<file path="src/rtl/hcg_pkg.sv">
`timescale 1ns/1ps
package hcg_pkg;
  localparam int CMD_W   = 3;
  localparam int MODE_W  = 2;
  localparam int STR_W   = 3;

  typedef enum logic [CMD_W-1:0] {
    CMD_NOP    = 3'd0,
    CMD_OPEN   = 3'd1,
    CMD_CLOSE  = 3'd2,
    CMD_MORE   = 3'd3,
    CMD_FINISH = 3'd4
  } cmd_t;

  typedef enum logic [2:0] {
    PH_IDLE    = 3'd0,
    PH_LOAD    = 3'd1,
    PH_PAD     = 3'd2,
    PH_READY   = 3'd3,
    PH_SQUEEZE = 3'd4,
    PH_LOCKED  = 3'd5
  } phase_t;

  typedef enum logic [2:0] {
    ERR_NONE    = 3'd0,
    ERR_ORDER   = 3'd1,
    ERR_CONFIG  = 3'd2,
    ERR_PREFIX  = 3'd3,
    ERR_ENTROPY = 3'd4
  } err_t;

  localparam logic [MODE_W-1:0] MODE_SHA3   = 2'd0;
  localparam logic [MODE_W-1:0] MODE_SHAKE  = 2'd2;
  localparam logic [MODE_W-1:0] MODE_CSHAKE = 2'd3;

  localparam logic [STR_W-1:0] STR_128 = 3'd0;
  localparam logic [STR_W-1:0] STR_224 = 3'd1;
  localparam logic [STR_W-1:0] STR_256 = 3'd2;
  localparam logic [STR_W-1:0] STR_384 = 3'd3;
  localparam logic [STR_W-1:0] STR_512 = 3'd4;

  typedef struct packed {
    phase_t phase;
    logic   enterFeed;
  } strobes_t;
endpackage

</file>
<file path="src/rtl/hcg_ctrl.sv">
`timescale 1ns/1ps
module hcg_ctrl
  import hcg_pkg::*;
#(
  parameter int               FLAG_W      = 4,
  parameter logic [FLAG_W-1:0] ABSORB_TRUE = 4'b0110,
  parameter logic [FLAG_W-1:0] ESC_OFF     = 4'b1010
) (
  input  logic              clk,
  input  logic              rstN,
  input  logic [CMD_W-1:0]  cmdIn,
  input  logic              appBusy,
  input  logic [FLAG_W-1:0] absorbedFlag,
  input  logic              engineDone,
  input  logic [FLAG_W-1:0] escalate,
  input  logic              holdReq,
  output strobes_t          strobes,
  output phase_t            phase
);
  phase_t phaseQ, advance, phaseD;
  logic   escActive;

  assign escActive = (escalate != ESC_OFF);

  always_comb begin
    advance = phaseQ;
    case (phaseQ)
      PH_IDLE:    if (cmdIn == CMD_OPEN && !appBusy) advance = PH_LOAD;
      PH_LOAD:    if (cmdIn == CMD_CLOSE) advance = PH_PAD;
      PH_PAD:     if (absorbedFlag == ABSORB_TRUE) advance = PH_READY;
      PH_READY: begin
        if (cmdIn == CMD_MORE)        advance = PH_SQUEEZE;
        else if (cmdIn == CMD_FINISH) advance = PH_IDLE;
      end
      PH_SQUEEZE: if (engineDone) advance = PH_READY;
      PH_LOCKED:  advance = PH_LOCKED;
      default:    advance = PH_LOCKED;
    endcase
  end

  always_comb begin
    phaseD = holdReq ? phaseQ : advance;
    if (escActive) phaseD = PH_LOCKED;
  end

  always_ff @(posedge clk or negedge rstN) begin
    if (!rstN) phaseQ <= PH_IDLE;
    else       phaseQ <= phaseD;
  end

  assign strobes.phase     = phaseQ;
  assign strobes.enterFeed = (phaseQ == PH_IDLE) && (advance == PH_LOAD);
  assign phase             = phaseQ;


  escalate_lock_chk: assert property (@(posedge clk) disable iff (!rstN)
    escActive |=> phaseQ == PH_LOCKED);


  locked_sticky_chk: assert property (@(posedge clk) disable iff (!rstN)
    phaseQ == PH_LOCKED |=> phaseQ == PH_LOCKED);


  hold_freeze_chk: assert property (@(posedge clk) disable iff (!rstN)
    (holdReq && !escActive) |=> phaseQ == $past(phaseQ));


  idle_exit_chk: assert property (@(posedge clk) disable iff (!rstN)
    phaseQ == PH_IDLE |=> phaseQ inside {PH_IDLE, PH_LOAD, PH_LOCKED});
endmodule

</file>
<file path="src/rtl/hcg_check.sv">
`timescale 1ns/1ps
module hcg_check
  import hcg_pkg::*;
#(
  parameter int                  PREFIX_W   = 48,
  parameter logic [PREFIX_W-1:0] PREFIX_REF = 48'h4341_4D4B_2001
) (
  input  logic                clk,
  input  logic                rstN,
  input  strobes_t            strobes,
  input  logic [CMD_W-1:0]    cmdIn,
  input  logic [MODE_W-1:0]   modeSel,
  input  logic [STR_W-1:0]    strengthSel,
  input  logic [PREFIX_W-1:0] prefix,
  input  logic                macEn,
  input  logic                allowUnsupported,
  input  logic                entropyNotReady,
  output logic                holdReq,
  output logic                errValid,
  output err_t                errCode
);
  logic orderErr, configErr, prefixErr;
  err_t codeD;

  function automatic logic cmdLegal(phase_t ph, logic [CMD_W-1:0] c);
    case (ph)
      PH_IDLE:    return (c == CMD_NOP) || (c == CMD_OPEN);
      PH_LOAD:    return (c == CMD_NOP) || (c == CMD_CLOSE);
      PH_READY:   return (c == CMD_NOP) || (c == CMD_MORE) || (c == CMD_FINISH);
      PH_PAD,
      PH_SQUEEZE: return (c == CMD_NOP);
      default:    return 1'b1;
    endcase
  endfunction

  function automatic logic pairOk(logic [MODE_W-1:0] m, logic [STR_W-1:0] s);
    if (m == MODE_SHA3)
      return (s == STR_224) || (s == STR_256) || (s == STR_384) || (s == STR_512);
    if (m == MODE_SHAKE || m == MODE_CSHAKE)
      return (s == STR_128) || (s == STR_256);
    return 1'b0;
  endfunction

  always_comb begin
    orderErr  = (strobes.phase != PH_LOCKED) && !cmdLegal(strobes.phase, cmdIn);
    configErr = strobes.enterFeed && !pairOk(modeSel, strengthSel);
    prefixErr = strobes.enterFeed && macEn && (prefix != PREFIX_REF);
    holdReq   = orderErr || (configErr && !allowUnsupported) || entropyNotReady;
  end

  always_comb begin
    if (orderErr)             codeD = ERR_ORDER;
    else if (configErr)       codeD = ERR_CONFIG;
    else if (prefixErr)       codeD = ERR_PREFIX;
    else if (entropyNotReady) codeD = ERR_ENTROPY;
    else                      codeD = ERR_NONE;
  end

  always_ff @(posedge clk or negedge rstN) begin
    if (!rstN) begin
      errValid <= 1'b0;
      errCode  <= ERR_NONE;
    end else begin
      errValid <= (codeD != ERR_NONE);
      errCode  <= codeD;
    end
  end


  pulse_code_chk: assert property (@(posedge clk) disable iff (!rstN)
    errValid == (errCode != ERR_NONE));


  config_at_open_chk: assert property (@(posedge clk) disable iff (!rstN)
    errCode == ERR_CONFIG |-> $past(strobes.enterFeed));


  prefix_at_open_chk: assert property (@(posedge clk) disable iff (!rstN)
    errCode == ERR_PREFIX |-> $past(strobes.enterFeed && macEn));
endmodule

</file>
<file path="src/rtl/hash_cmd_guard.sv">
`timescale 1ns/1ps
module hash_cmd_guard
  import hcg_pkg::*;
#(
  parameter int                  PREFIX_W    = 48,
  parameter logic [PREFIX_W-1:0] PREFIX_REF  = 48'h4341_4D4B_2001,
  parameter int                  FLAG_W      = 4,
  parameter logic [FLAG_W-1:0]   ABSORB_TRUE = 4'b0110,
  parameter logic [FLAG_W-1:0]   ESC_OFF     = 4'b1010
) (
  input  logic                clk,
  input  logic                rstN,
  input  logic [2:0]          cmd,
  input  logic [1:0]          modeSel,
  input  logic [2:0]          strengthSel,
  input  logic [PREFIX_W-1:0] prefix,
  input  logic                macEn,
  input  logic                allowUnsupported,
  input  logic                entropyNotReady,
  input  logic                appBusy,
  input  logic [FLAG_W-1:0]   absorbedFlag,
  input  logic                engineDone,
  input  logic [FLAG_W-1:0]   escalate,
  output logic                errValid,
  output logic [2:0]          errCode,
  output logic                cmdBlock,
  output logic [2:0]          phase
);
  strobes_t strobes;
  phase_t   phaseInt;
  err_t     codeInt;
  logic     holdReq;

  hcg_ctrl #(.FLAG_W(FLAG_W), .ABSORB_TRUE(ABSORB_TRUE), .ESC_OFF(ESC_OFF)) ctrl_i (
    .clk(clk), .rstN(rstN), .cmdIn(cmd), .appBusy(appBusy),
    .absorbedFlag(absorbedFlag), .engineDone(engineDone), .escalate(escalate),
    .holdReq(holdReq), .strobes(strobes), .phase(phaseInt)
  );

  hcg_check #(.PREFIX_W(PREFIX_W), .PREFIX_REF(PREFIX_REF)) check_i (
    .clk(clk), .rstN(rstN), .strobes(strobes), .cmdIn(cmd), .modeSel(modeSel),
    .strengthSel(strengthSel), .prefix(prefix), .macEn(macEn),
    .allowUnsupported(allowUnsupported), .entropyNotReady(entropyNotReady),
    .holdReq(holdReq), .errValid(errValid), .errCode(codeInt)
  );

  assign errCode  = codeInt;
  assign cmdBlock = holdReq;
  assign phase    = phaseInt;
endmodule

</file>
<file path="config.mk">
export PLATFORM = sky130hd
export DESIGN_NAME = hash_cmd_guard
export DESIGN_NICKNAME = d
export VERILOG_FILES = /design/src/rtl/hcg_pkg.sv /design/src/rtl/hcg_ctrl.sv /design/src/rtl/hcg_check.sv /design/src/rtl/hash_cmd_guard.sv
export SDC_FILE = /design/constraint.sdc
export NUM_CORES = 1
export LEC_CHECK = 0
export BUFFER_PORTS_ARGS = -buffer_cell sky130_fd_sc_hd__buf_2
export CORE_MARGIN = 2
export CORE_UTILIZATION = 33
export CTS_CLUSTER_DIAMETER = 200
export CTS_CLUSTER_SIZE = 14
export DETAILED_ROUTE_END_ITERATION = 8
export PLACE_DENSITY = 0.78
export SLEW_MARGIN = 10
export SYNTH_ARGS = -nofsm -noshare
export SYNTH_HDL_FRONTEND = slang
export SYNTH_HIERARCHICAL = 1
export SYNTH_SLANG_ARGS = --single-unit
export TNS_END_PERCENT = 100
</file>
<file path="constraint.sdc">
create_clock -name clk -period 2.36 [get_ports clk]
set_input_delay 0.118 -clock clk [delete_from_list [all_inputs] [get_ports clk]]
set_output_delay 0.118 -clock clk [all_outputs]
set_load 0.005 [all_outputs]
</file>
# After elaboration in Yosys (flattened, before gate mapping)
# Index checks and enable logic that the tools add are counted.
# classes
addsub	0
n_mul	0
div	0
n_lt_le_gt_ge	0
eq_ne	20
shifts	0
muxes	21
n_bitwise	0
n_reduce_logical	28
# op_table
operator	count
$ne A48 B47 Y1 const B	1
$mux W3	12
$eq A3 B2 Y1 const B	6
$pmux W3 S5	1
$eq A3 B1 Y1 const B	4
$logic_or A1 B1 Y1	11
$eq A3 B3 Y1 const B	3
$logic_not A3 Y1	3
$logic_and A1 B1 Y1	7
$mux W1	7
$eq A2 B2 Y1 const B	2
$eq A4 B3 Y1 const B	1
$logic_not A1 Y1	4
$ne A4 B4 Y1 const B	1
$pmux W1 S4	1
$ne A3 B3 Y1 const B	1
$reduce_bool A3 Y1	1
$logic_not A2 Y1	1
$ne A2 B2 Y1 const B	1
$reduce_or A2 Y1	1
# totals
register_bits	7
latchBits	0
mem_bits_rw	0
mem_bits_ro	0
out_inout_bits	8
word_cells	72
n_memories	0

# Longest topological paths before layout
# logic_depth
ltp_word	15
ltp_mapped	11

# Hierarchy
# The synthesis kept the hierarchy.
# modules_own_cells
module	instances	cells_per_inst	area_each_um2	seq_area_each_um2
hcg_check	1	41	392.9	100.1
hcg_ctrl	1	40	311.5	75.1

# Worst setup path before layout
# Ideal clock, no wire load.
# synth_timing
path_type	register to register
from	register ctrl_i.phaseQ[2] (netlist: ctrl_i/phase[2])
to	register ctrl_i.phaseQ[2] (netlist: ctrl_i/phase[2])
setup_ns	0.083
arrival_ns	2.071
required_time_ns	2.277
path_slack_ns	0.207
stages_incl_launch_ff	12
n_path_buf	1
cell_sequence	dfrtp_1 -> buf_6 -> nor2_1 -> nand2_1 -> nor3_1 -> a21boi_0 -> o311ai_0 -> o211ai_1 -> inv_1 -> nand3_1 -> a21oi_1 -> o21ai_0
# synth_rtl
element	line	source
from (decl)	hcg_ctrl.sv:20	phase_t phaseQ, advance, phaseD;
from (signal assigned)	hcg_ctrl.sv:48	else phaseQ <= phaseD;

==> results.toml <==
[status]
status = "finished clean"

[sta]
rsz0062_at_grt = "no"
worst_pin_slew_ns = 0.448
final-hold-violation-count = 0
worst_slack_ns = 0.230
tns_ns = 0
fin_crit_sh_pct = 90.2
finalClockSkew_ns = 0.0105
fmax_ghz = 0.470
whs_ns = 0.108
finalSetupViolCount = 0
finalCriticalPeriod_ns = 2.13
drv_slew = 0
maxSlewHeadroom_pct = 69.7

[pwr]
p_per_area_nw_per_um2 = 280
power_frac_clock_pct = 33.3
p_seq_share_pct = 37.4
power.switching_mw = 0.0823
power.internal_mw = 0.245
ir_worst_vdd_mv = 0.160
p_comb_share_pct = 29.3
leakagePower_nw = 0.579
swShare_pct = 25.1

[placed_design]
pre_cts_ws_ns = 0.130
gp_congestion = 0.794
numPortBuffers = 78
hpwl_um = 1950
dp_cells = 186

[run]
cap_violations = 0

[floorplan]
die-area_sq_um = 2520
io_pins = 79
fp.dieH_um = 50.2
row_count = 16
fp.dieW_um = 50.2
core_sq_um = 1980
start_util_pct = 35.5

[synth]
syn_area_sq_um = 704
synth_compound_area_share_pct = 27.0
yosys_warnings = 6
ys_seq_area_share_pct = 24.9
ys_types = 37
yosys_register_bits = 7
synthFlopType = "dfrtp_1"
synth_xor_xnor_area_share_pct = 0
synth_fa_ha_area_share_pct = 0
synth_fp_nets = 152
synth_edf_count = 0
synthCells = 81
muxShareOfSynthArea_pct = 0
syn_area_per_cell_sq_um = 8.70
synth_top_family_by_area = "simple AND/OR/NAND/NOR gates"
synthSimpleGateAreaFrac_pct = 41.7
ys_async_sr_fraction_pct = 100

[setup_path]
cp_data_arrival_time_ns = 2.01
cp_slowest_cell = "dfrtp_1"
crit_chain = "nor2_1 -> nand2_1 -> nor3_1 -> a21boi_0 -> o311ai_1 -> o211ai_1 -> buf_4 -> buf_2"
path_class = "flip-flop to output pin"
cp_max_fo = 5
cp_num_buf_inv = 2
crit_family = "compound AO/OA/AOI/OAI gates"
required_ns = 2.24
endpoint_kind = "output pin"
reg2reg_slack_ns = 0.32
start_kind = "flip-flop"
critPathMaxStageDelay_ns = 0.38

[grt]
grt_overflow_total = 0
antenna_found_initial = 0
grt_start_max_net_pins = 13
grt_pass1_wl_um = 3760
grt_pass1_vias = 947
track_usage_pct = 19.4

[cells_and_area]
area_delta_synth_final_pct = 65.9
final_cells = 192
regArea_sq_um = 175
final_common_cell = "buf_2"
antenna_cells = 0
multi_input_area_sq_um = 484
fillCellCount = 211
nets = 237
layout_common_cells = "buf_2, o21ai_0, dfrtp_1"
drive_gt1_share_pct = 57.6

[route]
ant_nets = 0
dr_total_vias = 998
dr.pass1.iters = 4
drtIter0Drc = 12
drt-total-wl_um = 2220
drc_errors = 0
via_per_inst = 5.20
wl_per_cell_um = 11.6

[clocking]
cts_sinks = 7
clk_pin_slew_worst_paths_ns = 0.06
numCtsBuffers = 3
clkLatencyLatePin_ns = 0.26
htree_num_levels = 1
tritoncts = "yes"
clock-root-buffer = "clkbuf_4"
clockBufferDepth = 2

[min_path]
hold_class = "primary input to flip-flop"
==> power by group through the flow <==
stage          sequential, mW  combinational, mW  clock, mW
4_1_cts                 0.123             0.0954      0.113
3_5_place_dp            0.125             0.0938          0
6_report                0.123             0.0959      0.109
2_1_floorplan           0.125             0.0229          0
5_1_grt                 0.123              0.108      0.127
3_3_place_gp            0.124             0.0917          0
==> tightest hold or removal path, stage by stage <==
cell,delay (ns)
buf_2,0.08
inv_1,0.04
nand4_1,0.07
==> cell usage after synthesis, types with 3 or more instances <==
cell	count	area, sq um
dfrtp_1	7	175
nor4_1	4	25.0
o21ai_0	9	45.0
nor4b_2	3	45.0
and4b_1	3	30.0
nand4_1	4	25.0
buf_4	3	22.5
nand2_1	3	11.3
nor2_1	5	18.8
nor3_1	5	25.0
==> state kept, by name, indices dropped and copies added, names as in the netlist <==
name              flops
check_i/errCode       3
check_i/errValid      1
ctrl_i/phase          3
==> what timing repair did <==
item / 4_1_cts / 5_1_grt
hold buffers: 1 / 0
endpoints found under the hold margin: 7 / 0
setup buffers: 0 / 1
gates resized for setup: 0 / 1
setup endpoints to repair: 0 / 4
==> path summary, 6_finish.rpt <==
kind | cells after the start | startpoint | to
setup / recovery | 8 | ctrl_i/phase[1] | cmdBlock
hold / removal | 3 | entropyNotReady | check_i/errValid
setup reg to reg | 11 | ctrl_i/phase[1] | ctrl_i/phase[2]
hold reg to reg | 3 | ctrl_i/phase[1] | ctrl_i/phase[0]
max in group asynchronous | 2 | rstN | check_i/errCode[0]
min in group asynchronous | 2 | rstN | ctrl_i/phase[0]
==> layer usage <==
layer | wire length, um | part of all wire [%] | GRT usage, % | vias to the layer above
met2 | 1140 | 51 | 32.7 | 51
met4 | 34 | 1.5 | 8.33 | 0
li1 | - | - | - | 503
met3 | 189 | 8.5 | 5.06 | 4
met1 | 858 | 39 | 23.1 | 440
met5 | 0 | 0 | 0 | -
==> area by class of cell <==
cell class / instances / area share, %
timing repair buffer: 84 / 37.5
clock buffer: 4 / 2.25
multi-input combinational: 67 / 41.4
inverter: 3 / 0.964
sequential: 7 / 15.0
tap: 27 / 2.89
==> per-stage QoR <==
| step | util, % | power [mW] | area, sq um |
|---|---|---|---|
| floorplan | - | 0.148 | 704 |
| global placement | 56.8 | 0.216 | 1120 |
| detailed placement | 56.8 | 0.218 | 1120 |
| CTS | 58.6 | 0.331 | 1160 |
| global route | 59.0 | 0.357 | 1170 |
| finish | 59.0 | 0.328 | 1170 |
==> cells by family after synthesis <==
family / after synthesis
compound gates: 26
buf+inv: 7
flops: 7
simple gates: 41
No activity file was read; power rests on OpenSTA's default activity.
